--- src/rtl/tmr_pkg.sv ---
package tmr_pkg;
  localparam int unsigned ADDR_W     = 16;
  localparam int unsigned HALF_W     = 32;
  localparam int unsigned LANES      = HALF_W / 8;
  localparam int unsigned LANE_SEL_W = $clog2(LANES);

  localparam logic [ADDR_W-1:0] OFS_SWI  = 16'h0000;
  localparam logic [ADDR_W-1:0] OFS_CMP  = 16'h4000;
  localparam logic [ADDR_W-1:0] OFS_TIME = 16'hBFF8;

  typedef enum logic [1:0] {
    SEL_NONE,
    SEL_SWI,
    SEL_CMP,
    SEL_TIME
  } region_e;

  typedef struct packed {
    region_e               region;
    logic                  hi;
    logic [LANE_SEL_W-1:0] lane;
  } dec_t;
endpackage

--- src/rtl/tmr_addr_dec.sv ---
module tmr_addr_dec
  import tmr_pkg::*;
(
  input  logic [ADDR_W-1:0] addr,
  output dec_t              dec
);
  localparam int unsigned GRP_LSB = LANE_SEL_W + 1;

  always_comb begin
    dec.region = SEL_NONE;
    dec.hi     = addr[LANE_SEL_W];
    dec.lane   = addr[LANE_SEL_W-1:0];
    if (addr == OFS_SWI) begin
      dec.region = SEL_SWI;
    end else if (addr[ADDR_W-1:GRP_LSB] == OFS_CMP[ADDR_W-1:GRP_LSB]) begin
      dec.region = SEL_CMP;
    end else if (addr[ADDR_W-1:GRP_LSB] == OFS_TIME[ADDR_W-1:GRP_LSB]) begin
      dec.region = SEL_TIME;
    end
  end
endmodule

--- src/rtl/tmr_half_reg.sv ---
module tmr_half_reg #(
  parameter int unsigned W  = 32,
  parameter int unsigned LW = 2
) (
  input  logic          clk,
  input  logic          rst_n,
  input  logic          wr_en,
  input  logic [LW-1:0] lane,
  input  logic [7:0]    wbyte,
  input  logic          inc_en,
  output logic [W-1:0]  q
);
  localparam int unsigned NLANE = W / 8;

  logic [W-1:0] q_r;
  logic [W-1:0] q_nxt;
  logic         load;

  // a bus write to this half wins over the increment
  always_comb begin
    q_nxt = q_r;
    if (wr_en) begin
      for (int i = 0; i < NLANE; i++) begin
        if (lane == LW'(i)) q_nxt[8*i +: 8] = wbyte;
      end
    end else if (inc_en) begin
      q_nxt = q_r + W'(1);
    end
  end

  assign load = wr_en | inc_en;

  always_ff @(posedge clk or negedge rst_n) begin
    if (!rst_n) begin
      q_r <= '0;
    end else if (load) begin
      q_r <= q_nxt;
    end
  end

  assign q = q_r;
endmodule

--- src/rtl/tmr_cmp.sv ---
module tmr_cmp #(
  parameter int unsigned W = 32
) (
  input  logic [W-1:0] time_lo,
  input  logic [W-1:0] time_hi,
  input  logic [W-1:0] cmp_lo,
  input  logic [W-1:0] cmp_hi,
  output logic         pend
);
  logic armed;
  logic reached;

  assign armed   = (cmp_lo != '0) && (cmp_hi != '0);
  assign reached = (time_hi > cmp_hi) ||
                   ((time_hi == cmp_hi) && (time_lo >= cmp_lo));
  assign pend    = armed && reached;
endmodule

--- src/rtl/tmr_core_local.sv ---
module tmr_core_local
  import tmr_pkg::*;
(
  input  logic              clk,
  input  logic              rst_n,
  input  logic              tick,
  input  logic              bus_valid,
  input  logic              bus_write,
  input  logic [ADDR_W-1:0] bus_addr,
  input  logic [7:0]        bus_wdata,
  output logic [7:0]        bus_rdata,
  output logic              sw_irq_pend,
  output logic              tmr_irq_pend
);
  dec_t                   dec;
  logic                   wr;
  logic                   time_wr;
  logic                   cmp_wr;
  logic                   swi_q;
  logic                   swi_nxt;
  logic                   swi_load;
  logic [1:0][HALF_W-1:0] cmp_q;
  logic [1:0][HALF_W-1:0] time_q;

  tmr_addr_dec i_dec (
    .addr (bus_addr),
    .dec  (dec)
  );

  assign wr      = bus_valid && bus_write;
  assign time_wr = wr && (dec.region == SEL_TIME);
  assign cmp_wr  = wr && (dec.region == SEL_CMP);

  // software interrupt flag
  assign swi_load = wr && (dec.region == SEL_SWI);
  assign swi_nxt  = bus_wdata[0];

  always_ff @(posedge clk or negedge rst_n) begin
    if (!rst_n) begin
      swi_q <= 1'b0;
    end else if (swi_load) begin
      swi_q <= swi_nxt;
    end
  end

  // halves: index 0 low, index 1 high
  for (genvar h = 0; h < 2; h++) begin : g_half
    logic cmp_sel;
    logic time_sel;
    logic time_inc;

    assign cmp_sel  = cmp_wr && (dec.hi == 1'(h));
    assign time_sel = time_wr && (dec.hi == 1'(h));
    assign time_inc = tick && !time_wr && ((h == 0) || (&time_q[0]));

    tmr_half_reg #(.W(HALF_W), .LW(LANE_SEL_W)) i_cmp (
      .clk    (clk),
      .rst_n  (rst_n),
      .wr_en  (cmp_sel),
      .lane   (dec.lane),
      .wbyte  (bus_wdata),
      .inc_en (1'b0),
      .q      (cmp_q[h])
    );

    tmr_half_reg #(.W(HALF_W), .LW(LANE_SEL_W)) i_time (
      .clk    (clk),
      .rst_n  (rst_n),
      .wr_en  (time_sel),
      .lane   (dec.lane),
      .wbyte  (bus_wdata),
      .inc_en (time_inc),
      .q      (time_q[h])
    );
  end

  tmr_cmp #(.W(HALF_W)) i_cmp_unit (
    .time_lo (time_q[0]),
    .time_hi (time_q[1]),
    .cmp_lo  (cmp_q[0]),
    .cmp_hi  (cmp_q[1]),
    .pend    (tmr_irq_pend)
  );

  // read mux
  always_comb begin
    bus_rdata = 8'h00;
    if (bus_valid && !bus_write) begin
      unique case (dec.region)
        SEL_SWI:  bus_rdata = {7'b0, swi_q};
        SEL_CMP:  bus_rdata = cmp_q[dec.hi][{dec.lane, 3'b000} +: 8];
        SEL_TIME: bus_rdata = time_q[dec.hi][{dec.lane, 3'b000} +: 8];
        default:  bus_rdata = 8'h00;
      endcase
    end
  end

  assign sw_irq_pend = swi_q;

  // assertions
  assert_sw_follow_R1: assert property (@(posedge clk) disable iff (!rst_n)
    (bus_valid && bus_write && bus_addr == OFS_SWI) |=> (sw_irq_pend == $past(bus_wdata[0])));

  assert_pad_ignored_R2: assert property (@(posedge clk) disable iff (!rst_n)
    (bus_valid && bus_write && bus_addr != OFS_SWI) |=> $stable(sw_irq_pend));

  assert_carry_R6: assert property (@(posedge clk) disable iff (!rst_n)
    (tick && !time_wr && (&time_q[0])) |=>
      ((time_q[0] == '0) && (time_q[1] == $past(time_q[1]) + HALF_W'(1))));

  assert_idle_hold_R6: assert property (@(posedge clk) disable iff (!rst_n)
    (!tick && !time_wr) |=> $stable(time_q));

  assert_pend_hold_R7: assert property (@(posedge clk) disable iff (!rst_n)
    (tmr_irq_pend && !(bus_valid && bus_write) && !((&time_q[0]) && (&time_q[1])))
      |=> tmr_irq_pend);
endmodule

--- config.mk ---
export PLATFORM = sky130hd
export DESIGN_NAME = tmr_core_local
export DESIGN_NICKNAME = d
export VERILOG_FILES = /design/src/rtl/tmr_pkg.sv /design/src/rtl/tmr_addr_dec.sv /design/src/rtl/tmr_half_reg.sv /design/src/rtl/tmr_cmp.sv /design/src/rtl/tmr_core_local.sv
export SDC_FILE = /design/constraint.sdc
export NUM_CORES = 1
export LEC_CHECK = 0
export BUFFER_PORTS_ARGS = -buffer_cell sky130_fd_sc_hd__buf_4
export CAP_MARGIN = 20
export CORE_MARGIN = 5
export CORE_UTILIZATION = 57
export CTS_BUF_LIST = sky130_fd_sc_hd__clkbuf_8 sky130_fd_sc_hd__clkbuf_16
export CTS_CLUSTER_SIZE = 25
export DETAILED_ROUTE_END_ITERATION = 12
export GPL_ROUTABILITY_DRIVEN = 0
export GPL_TIMING_DRIVEN = 0
export PLACE_DENSITY = 0.82
export SYNTH_ARGS = -nofsm -noshare
export SYNTH_HDL_FRONTEND = slang
export SYNTH_SLANG_ARGS = --single-unit
--- constraint.sdc ---
create_clock -name clk -period 2.3 [get_ports clk]
set_input_delay 0 -clock clk [delete_from_list [all_inputs] [get_ports clk]]
set_output_delay 0 -clock clk [all_outputs]
set_load 0.05 [all_outputs]
# Word level (Yosys, flattened, before mapping)
# Index checks and enable logic that the tools add are counted.
# op_classes
n_bitwise	3
magnitude_cmp	3
eq_ne	17
n_mux	17
add_sub_neg	2
reduce_logical	40
shifts	2
# ops
op	count
32-bit two-way mux	8
32-bit by 1-bit adder with 32-bit output (second input constant)	2
32-bit nonzero test	2
32-bit by 6-bit indexed part select with 8-bit output	2
8-bit two-way mux	5
32-bit equality test	1
32-bit >= comparator	1
32-bit greater-than comparator	1
32-bit AND reduction	1
8-bit case mux with 3 select lines	1
3-bit AND reduction	8
16-bit logical NOT	1
2-bit != test (second input constant)	8
2-bit AND reduction	8
1-bit logical AND	14
13-bit by 12-bit equality test with 1-bit output (second input constant)	1
13-bit equality test (second input constant)	1
2-bit equality test (second input constant)	4
2-bit two-way mux	3
2-bit by 1-bit equality test with 1-bit output (second input constant)	2
2-bit nonzero test	2
1-bit logical NOT	2
2-bit logical NOT	1
1-bit by 2-bit < comparator with 1-bit output (second input constant)	1
3 further kinds	4
# totals
inputBits	29
output_inout_bits	10
register_bits	129
wordCells	101

# Depth between registers and ports, before layout
# Gate-level depths: netlist of run 1.
# depth
depth_word	11
ltp_mapped	9
mapped_depth_nobuf	8

# By module
# From an unflattened synthesis of run 1, not the netlist that was laid out.
# hier_totals
cells_unflattened	1489
hier_area_um2	11651.2
# modules_own_cells
module	n_inst	cells_each	area_per_inst_um2	seq_area_each_um2
tmr_half_reg	4	254	2084.5	800.8
tmr_cmp	1	245	1750.4	0.0
tmr_core_local	1	211	1445.1	25.0
tmr_addr_dec	1	17	117.6	0.0

# Worst setup path after synthesis of run 1
# OpenSTA, ideal clock, no wires.
# synth_path
path_type	reg2out
start	reg g_half[0].i_time.q_r[0]
end	out tmr_irq_pend
stages_incl_launch_ff	8
arrival_time_ns	2.827
t_required_ns	2.300
n_path_buf	0
path_slack_ns	-0.527
path_cell_list	dfrtp_1 inv_1 ha_1 o211ai_1 a2111oi_0 o21ai_0 a2111o_1 a211oi_1
# synth_between
elab_chain_cells	4
# synth_lines
element	line_no	rtl
from (decl)	tmr_half_reg.sv:15	logic [W-1:0] q_r;
from (signal assigned)	tmr_half_reg.sv:37	q_r <= q_nxt;
32-bit >= comparator	tmr_cmp.sv:15	((time_hi == cmp_hi) && (time_lo >= cmp_lo));
1-bit logical AND	tmr_cmp.sv:15	
1-bit logical OR	tmr_cmp.sv:14	assign reached = (time_hi > cmp_hi) ||
1-bit logical AND	tmr_cmp.sv:16	assign pend = armed && reached;
to (decl)	tmr_core_local.sv:13	output logic tmr_irq_pend
# Every way passes these cells.

# Final worst setup path of run 1
# layout_path
start	reg g_half[1].i_time.q_r[18]
end	out tmr_irq_pend
# layout_between
elab_chain_cells	4
elab_cells_between_ends	5
# layout_lines
element	line_no
from (decl)	tmr_half_reg.sv:15
from (signal assigned)	tmr_half_reg.sv:37
parallel branches: the longest is 2 deep, another holds 32-bit greater-than comparator	--
1-bit logical OR *	tmr_cmp.sv:14
1-bit logical AND *	tmr_cmp.sv:16
# Mark *: on every way between the ends.

==> results of run 1 <==
==> where the power goes <==
| part | switching [uW] | internal (uW) | leakage [uW] |
|---|---|---|---|
| clock network | 1120 | 2090 | 0.000327 |
| logic | 418 | 300 | 0.00341 |
| registers | 185 | 2350 | 0.00150 |
| total | 1730 | 4750 | 0.00523 |
==> registers in the layout (all words and copies together), names as in the netlist <==
signal           count
g_half.i_time.q     64
sw_irq_pend          1
g_half.i_cmp.q      64
==> final cells by class <==
class,instances,area [um2]
Multi-Input combinational cell,815,5940
Fill cell,1201,5210
Sequential cell,129,3250
Timing Repair Buffer,71,571
Clock buffer,19,453
Buffer,57,310
Inverter,75,282
Tap cell,220,275
Clock inverter,13,233
==> stage by stage <==
stage	instance area [um2]	TNS, ps	utilization	setup slack [ps]	std cells
finish	11300	-456	0.685	-456	1399
global route	11300	-728	0.685	-549	1399
CTS	11100	-329	0.673	-329	1387
detailed placement	10200	-8980	0.616	-351	1333
global placement	10100	-7150	0.614	-300	1332
floorplan	9600	0	-	8.51	1076
==> kinds of logic after synthesis <==
family | Yosys count
AND/OR/NAND/NOR | 351
AO/OA/AOI/OAI | 341
buffers and inverters | 132
flip-flops | 129
adder cells (fa/ha/maj) | 66
multiplexers | 57
==> tightest hold or removal path, stage by stage <==
cell	delay (ps)
sky130_fd_sc_hd__buf_4	160
sky130_fd_sc_hd__o22ai_1	110
sky130_fd_sc_hd__a21oi_1	150
==> Yosys cell counts (3+ instances only) <==
library cell | count | share of area
sky130_fd_sc_hd__a2111o_1 | 3 | 0.0035
sky130_fd_sc_hd__a211oi_1 | 8 | 0.0063
sky130_fd_sc_hd__a21o_1 | 15 | 0.012
sky130_fd_sc_hd__a21oi_1 | 101 | 0.053
sky130_fd_sc_hd__a21oi_2 | 19 | 0.017
sky130_fd_sc_hd__a22oi_1 | 3 | 0.0023
sky130_fd_sc_hd__a31o_2 | 7 | 0.0064
sky130_fd_sc_hd__a31oi_1 | 8 | 0.0052
sky130_fd_sc_hd__a41o_1 | 5 | 0.0052
sky130_fd_sc_hd__and2_1 | 6 | 0.0039
sky130_fd_sc_hd__and3_1 | 19 | 0.012
sky130_fd_sc_hd__and4_1 | 8 | 0.0073
sky130_fd_sc_hd__buf_2 | 24 | 0.013
sky130_fd_sc_hd__buf_6 | 7 | 0.0082
sky130_fd_sc_hd__clkbuf_1 | 23 | 0.0090
sky130_fd_sc_hd__dfrtp_1 | 129 | 0.34
sky130_fd_sc_hd__ha_1 | 66 | 0.086
sky130_fd_sc_hd__inv_1 | 75 | 0.029
sky130_fd_sc_hd__mux2_2 | 27 | 0.032
sky130_fd_sc_hd__mux2i_1 | 6 | 0.0063
sky130_fd_sc_hd__mux4_2 | 22 | 0.052
sky130_fd_sc_hd__nand2_1 | 125 | 0.049
sky130_fd_sc_hd__nand2b_1 | 6 | 0.0039
sky130_fd_sc_hd__nand3_1 | 48 | 0.025
sky130_fd_sc_hd__nand4_1 | 31 | 0.020
sky130_fd_sc_hd__nor2_1 | 46 | 0.018
sky130_fd_sc_hd__nor2b_1 | 4 | 0.0026
sky130_fd_sc_hd__nor3_1 | 13 | 0.0068
sky130_fd_sc_hd__nor3_2 | 5 | 0.0052
sky130_fd_sc_hd__nor4_1 | 22 | 0.014
sky130_fd_sc_hd__o211ai_1 | 7 | 0.0055
sky130_fd_sc_hd__o21ai_0 | 93 | 0.049
sky130_fd_sc_hd__o21ai_1 | 8 | 0.0042
sky130_fd_sc_hd__o21ai_4 | 3 | 0.0051
sky130_fd_sc_hd__o22a_1 | 8 | 0.0073
sky130_fd_sc_hd__o22ai_1 | 22 | 0.014
sky130_fd_sc_hd__o22ai_4 | 4 | 0.0084
sky130_fd_sc_hd__o32ai_1 | 3 | 0.0027
==> final timing paths <==
kind / to / cells after the start / startpoint / slack (ps)
setup / recovery: tmr_irq_pend / 8 / g_half[1].i_time.q[18]$_DFFE_PN0P_ / -460
hold / removal: g_half[1].i_time.q[23]$_DFFE_PN0P_ / 3 / bus_wdata[7] / 30
setup reg to reg: g_half[1].i_time.q[14]$_DFFE_PN0P_ / 8 / g_half[1].i_time.q[0]$_DFFE_PN0P_ / 20
hold reg to reg: g_half[1].i_cmp.q[15]$_DFFE_PN0P_ / 1 / g_half[1].i_cmp.q[15]$_DFFE_PN0P_ / 570
max in group asynchronous: g_half[1].i_time.q[22]$_DFFE_PN0P_ / 3 / rst_n / 1420
min in group asynchronous: g_half[0].i_time.q[7]$_DFFE_PN0P_ / 2 / rst_n / 90
==> metal layers <==
layer	GRT usage	part of all wire
met1	0.436	0.36
met2	0.522	0.44
met3	0.101	0.13
met4	0.220	0.075
met5	0	0.0014
==> cells in the final DEF, fill, tap and decap left out, drive strengths merged, types with 44 or more instances in the layout <==
cell | netlist | final
nor2 | 47 | 47
clkbuf | 23 | 44
a21oi | 120 | 120
dfrtp | 129 | 129
ha | 66 | 66
nand2 | 125 | 125
inv | 75 | 77
o21ai | 104 | 104
nand3 | 49 | 49
buf | 34 | 99
==> timing repair <==
| item | 4_1_cts | 5_1_grt |
|---|---|---|
| resized for setup | 26 | 33 |
| endpoints found under the setup margin | 37 | 39 |
| setup buffers | 18 | 10 |
| pin swaps | 10 | 10 |
| hold buffers | 4 | 0 |
| gates cloned | 0 | 2 |
| endpoints found under the hold margin | 64 | 0 |
==> reports/metrics.sh, run 1 <==
RUN_STATUS='finished, violations left'
VIOLATED_CHECKS='setup timing'
SETUP_VIOLATORS_FINAL=1
CLOCK.FMAX_MHz=363
CLK_PIN_SLEW_PS=60
CP_DATA_ARRIVAL_TIME_PS=2760
POSTSYNTH.ASYNCRESETSHARE=1.00
COMPLEX_GATE_FRACTION_OF_THE_SYNTHESIZED_AREA=0.230
SYNTH_ENABLE_FLOP_CELLS=0
SYNTH_SIMPLE_GATE_AREA_SHARE=0.191
TIMING.CRITICAL_PATH.TO_TYPE='output pin'
SYNTH-ADDER-AREA-SHARE=0.0861
WORST_EP_REQUIRED_TIME_PS=2300
POST_SYNTHESIS_CELL_AREA_UM2=9590
GRT_ANTENNA_BEFORE_REPAIR=1
HOLDCRITPATHCLASS='in -> reg'
SETUP_REPAIR_AFTER_GLOBAL_ROUTING_MISSED_ITS_MARGIN='true'
NUM_IO_PINS=39
CTS_TREE='yes'
P_LEAK_uW=0.00523
DESIGN_POWER_TOTAL_uW=6470
CP-START-KIND='flip-flop'
CLOCK-ROOT-BUFFER='sky130_fd_sc_hd__clkbuf_16'
FINAL_CRITICAL_PATH_TIME_INCLUDING_I_O_DELAYS_AND_SETUP_PS=2760
FINALWORSTSETUPSLACK_PS=-456
YOSYSWARNINGS=0
NUMPORTBUFFERS=36
SYNTHMUXAREASHARE=0.0951
PATH_MAX_FANOUT=5
COREAREA_UM2=16500
POST_ROUTE_CELLS_DRIVE_ABOVE_1_SHARE=0.232
SYNTH_CELLS=1076
GRT_REMAINING_OVERFLOW=0
MAX_CAP_VIOLS=0
CTS-BUFFERS-INSERTED=17
WORST_PATH_DOMINANT_CELL_FAMILY='simple AND/OR/NAND/NOR gates'
SYNTH_XOR_XNOR_AREA_SHARE=0
WL_PER_CELL_UM=24.6
ROUTE.FINAL.WIRE_LENGTH_UM=34400
MAXIMUM_CLOCK_SKEW_AT_FINAL_LAYOUT_PS=8.83
CLOCK_SINKS=129
MAX_CLOCK_BUF_DEPTH=2
SEQ_AREA_FRAC_SYNTH=0.337
ROW_COUNT=47
DETAIL_ROUTE.DRC_VIOLATIONS=0
DP_HPWL_UM=23900
YS_SEQ_ELEMENTS=129
HOLD_VIOL_FINAL=0
VIAS=9938
WORSTSKEWPAIRLATENCY_PS=440
CHAIN_OF_CELLS_FORMING_THE_CRITICAL_PATH='ha_1 -> nand4_1 -> nor4_2 -> nand2_1 -> a2111o_1 -> nor3_4 -> a211oi_4 -> buf_6'
DIE-WIDTH_UM=140
ANT_NETS=0
SYNTHESIS.NETS=1171
FLOORPLAN.DIE_AREA_UM2=19500
SYNTH_TOP_FAMILY_BY_AREA='compound AO/OA/AOI/OAI gates'
START_UTIL=0.580
WHS_PS=25.6
MAX_SLEW_MARGIN=0.312
CPMAXSTAGEDELAYCELL='sky130_fd_sc_hd__dfrtp_1'
DRT_PASS_1_ITERS=8
DIE_H_UM=140
CPPEAKSTAGEDELAY_PS=480
DIODES=0
SYNTH.AVG_CELL_AREA_UM2=8.91
POWER.DENSITY_CELL_AREA_nW_PER_UM2=572
SYNTH.DISTINCT_CELLS=72
GLOBAL_ROUTE_WIRE_LENGTH_BEFORE_REPAIR_UM=52900
FLOW.AREA_GROWTH_FROM_SYNTHESIS_PCT=18.0
DETAIL_ROUTE.VIAS_PER_CELL=7.10
SLEW_VIOL_FINAL=0
FINISH.NET_COUNT=1261
CRITICAL_PATH_START_END_CLASSIFICATION='reg -> out'
PIN_COUNT_OF_THE_BIGGEST_NET_ENTERING_GLOBAL_ROUTING=72
MAX_SLEW.WORST_PIN.SLEW_PS=1030
CRITICAL_PATH.N_BUFFERS_INVERTERS=1
HTREE_LEVELS=4
GRT_PASS1_VIAS=9636
GROUTE.USAGE.OVERALL=0.346
DETAIL_ROUTE.ITER0.VIOLATIONS=1341
SYNTH_FLOP_CELL='sky130_fd_sc_hd__dfrtp_1'
FIN_CRIT_SH=1.20
VDD.IR_DROP.WORST_V=0.000572
Power figures use the tool's default switching activity.
==> inputs of run 2 (changes only) <==
Settings changed: SKIP_LAST_GASP set to 1, TNS_END_PERCENT set to 5.
==> reports/metrics.sh, run 2 (synthesized netlist as in run 1, its figures left out) <==
FINALINSTANCEAREA_UM2=11200  # was 11300 um2
PWR-SHARE-CLK=0.477  # was 0.497
FINALWORSTSETUPSLACK_PS=-486  # was -456 ps
MAX_CAP_VIOLS=0  # unchanged
CLK_PIN_SLEW_PS=60  # about the same
DRT-MET1-WL_UM=12300  # about the same
HOLD-PATH-ENDPOINT='g_half[1].i_time.q[23]$_DFFE_PN0P_'  # unchanged
WORSTREG2REGEND='g_half[1].i_time.q[14]$_DFFE_PN0P_'  # unchanged
DESIGN_POWER_TOTAL_uW=6320  # was 6470 uW
SETUP_VIOLATORS_FINAL=23  # was 1
PIN_COUNT_OF_THE_BIGGEST_NET_ENTERING_GLOBAL_ROUTING=73  # was 72
DPL_WORST_SLACK_PS=-336  # was -351 ps
DETAIL_ROUTE.ITER0.VIOLATIONS=1263  # was 1341
MOSTFREQUENTLAYOUTCELL='sky130_fd_sc_hd__nand2_1'  # unchanged
P_COMB_FRAC=0.130  # was 0.111
DETAIL_ROUTE.DRC_VIOLATIONS=0  # unchanged
DP_HPWL_UM=24300  # was 23900 um
DIE_H_UM=140  # unchanged
COREAREA_UM2=16500  # unchanged
HOLD_VIOL_FINAL=0  # unchanged
CP-START-KIND='flip-flop'  # unchanged
FINAL.FILL_COUNT=1267  # was 1201
TIMING.RR.START='g_half[1].i_time.q[0]$_DFFE_PN0P_'  # unchanged
P_LEAK_uW=0.00518  # was 0.00523 uW
CLOCK_SINKS=129  # unchanged
CRITICAL_PATH_START_END_CLASSIFICATION='reg -> out'  # unchanged
MAXIMUM_CLOCK_SKEW_AT_FINAL_LAYOUT_PS=8.29  # was 8.83 ps
CLOCK.FMAX_MHz=359  # was 363 MHz
HOLDCRITPATHCLASS='in -> reg'  # unchanged
ROUTE.FINAL.WIRE_LENGTH_UM=34800  # was 34400 um
NUMPORTBUFFERS=36  # unchanged
NUM_IO_PINS=39  # unchanged
GROUTE.USAGE.OVERALL=0.350  # was 0.346
DPL_CELL_AREA_UM2=10200  # unchanged
START_UTIL=0.580  # unchanged
FINISH.NET_COUNT=1261  # unchanged
MET3_WIRELENGTH_UM=4630  # was 4460 um
HOLD_PATH_STARTPOINT='bus_wdata[7]'  # unchanged
HOLD_DEPTH=3  # unchanged
DIODES=0  # unchanged
WL_PER_CELL_UM=24.9  # was 24.6 um
MAX_CLOCK_BUF_DEPTH=2  # unchanged
DETAIL_ROUTE.VIAS_PER_CELL=7.04  # was 7.10
SLEW_VIOL_FINAL=0  # unchanged
CLOCK-ROOT-BUFFER='sky130_fd_sc_hd__clkbuf_16'  # unchanged
FLOW.AREA_GROWTH_FROM_SYNTHESIS_PCT=17.2  # was 18.0%
WORST_EP_REQUIRED_TIME_PS=2300  # about the same
CP_DATA_ARRIVAL_TIME_PS=2790  # was 2760 ps
ROW_COUNT=47  # unchanged
MAX_SLEW_MARGIN=0.307  # was 0.312
WORSTSETUPSTARTPOINT='g_half[1].i_cmp.q[22]$_DFFE_PN0P_'  # was g_half[1].i_time.q[18]$_DFFE_PN0P_
GLOBAL_ROUTE_WIRE_LENGTH_BEFORE_REPAIR_UM=53300  # was 52900 um
RUN_STATUS='finished, violations left'  # unchanged
FIN_CRIT_SH=1.21  # was 1.20
NETSWITCHINGFRACTION=0.270  # was 0.267
VIAS=9835  # was 9938
WORSTSKEWPAIRLATENCY_PS=440  # about the same
POST_ROUTE_CELLS_DRIVE_ABOVE_1_SHARE=0.228  # was 0.232
MAX_SLEW.WORST_PIN.SLEW_PS=1040  # was 1030 ps
SETUP_REPAIR_AFTER_GLOBAL_ROUTING_MISSED_ITS_MARGIN='true'  # unchanged
VDD.IR_DROP.WORST_V=0.000541  # was 0.000572 V
POWER.DENSITY_CELL_AREA_nW_PER_UM2=562  # was 572 nW/um2
HTREE_LEVELS=4  # unchanged
FLOORPLAN.DIE_AREA_UM2=19500  # unchanged
PATH_MAX_FANOUT=4  # was 5
P_INT_uW=4610  # was 4750 uW
FINAL_CRITICAL_PATH_TIME_INCLUDING_I_O_DELAYS_AND_SETUP_PS=2790  # was 2760 ps
TIMING.REG2REG.SETUP_SLACK_PS=-130  # was 20 ps
HIGHEST_LAYER='met4'  # was met5
ROUTED-WL-MET2_UM=15300  # was 15000 um
TIMING.CRITICAL_PATH.TO_TYPE='output pin'  # unchanged
DIE-WIDTH_UM=140  # unchanged
GRT_PASS1_VIAS=9513  # was 9636
DRT_PASS_1_ITERS=6  # was 8
GRT_ANTENNA_BEFORE_REPAIR=0  # was 1
CTS_TREE='yes'  # unchanged
VIOLATED_CHECKS='setup timing'  # unchanged
P_SW_uW=1710  # was 1730 uW
ANT_NETS=0  # unchanged
CTS-BUFFERS-INSERTED=17  # unchanged
LAYOUT_COMMON_CELLS='sky130_fd_sc_hd__nand2_1 (124), sky130_fd_sc_hd__dfrtp_1 (105), sky130_fd_sc_hd__a21oi_1 (100)'  # was sky130_fd_sc_hd__nand2_1 (125), sky130_fd_sc_hd__dfrtp_1 (108), sky130_fd_sc_hd__a21oi_1 (99)
SEQ_POWER_SHARE=0.393  # was 0.392
GRT_REMAINING_OVERFLOW=0  # unchanged
WORSTREGTOREGCELLS=8  # unchanged
## run 2: changes by cell type in the layout (fill, tap and decap cells not counted), sizes merged
cell      before  now
clkinvlp       3    1
bufinv         6    5
clkinv         2    5
clkbuf        44   41
buf           99  101
## run 2: what timing repair did
action / 4_1_cts / 5_1_grt
gates resized for setup: 32 / 16
hold buffers: 4 / 0
buffers inserted: 17 / 12
setup endpoints to repair: 35 / 43
cloned: 0 / 1
pin swaps: 11 / 8
hold endpoints to repair: 62 / 0
## run 2: worst max path at each step
stage | end | slack (ps) | cells after the start
6_report | tmr_irq_pend | -490 | 10
3_5_place_dp | g_half[1].i_time.q[1]$_DFFE_PN0P_ | -340 | 6
3_3_place_gp | g_half[1].i_time.q[1]$_DFFE_PN0P_ | -290 | 6
4_1_cts | tmr_irq_pend | -350 | 7
2_1_floorplan | bus_rdata[6] | -20 | 8
5_1_grt | tmr_irq_pend | -510 | 9
## run 2: layout make-up
class	instances	area [um2]	share of cell area
Buffer	57	304	0.0270
Multi-Input combinational cell	815	5890	0.524
Sequential cell	129	3260	0.290
Inverter	75	282	0.0250
Clock inverter	13	194	0.0173
Clock buffer	18	439	0.0391
Timing Repair Buffer	71	596	0.0530
Tap cell	220	275	0.0245
## run 2: metrics by stage
step	utilization	hold slack (ps)	TNS [ps]	instances
2_1_floorplan	-	-296	-24.0	1076
3_3_place_gp	0.614	362	-7140	1332
3_5_place_dp	0.616	6.92	-8800	1333
4_1_cts	0.671	7.21	-7920	1385
5_1_grt	0.680	21.3	-4450	1398
6_report	0.680	21.8	-1960	1398
## run 2: metal layers
layer,GRT usage,vias to the layer above
met5,0,-
met4,0.202,0
met3,0.0974,208
met2,0.537,817
met1,0.444,4613
li1,-,4197
## run 2: critical path, stage by stage (launching register included)
cell	delay (ps)
sky130_fd_sc_hd__dfrtp_2	430
sky130_fd_sc_hd__inv_1	60
sky130_fd_sc_hd__ha_1	300
sky130_fd_sc_hd__nand4_1	220
sky130_fd_sc_hd__buf_4	150
sky130_fd_sc_hd__nor3_1	60
sky130_fd_sc_hd__a221oi_1	320
sky130_fd_sc_hd__o21ai_0	180
sky130_fd_sc_hd__a221oi_2	370
sky130_fd_sc_hd__a211oi_4	80
sky130_fd_sc_hd__buf_6	170
## run 2: power groups by stage
stage	Sequential [uW]	Clock (uW)	Combinational (uW)
floorplan	2490	0	364
global placement	2570	0	550
detailed placement	2570	0	575
CTS	2470	2990	773
global route	2480	3100	885
finish	2480	3020	822
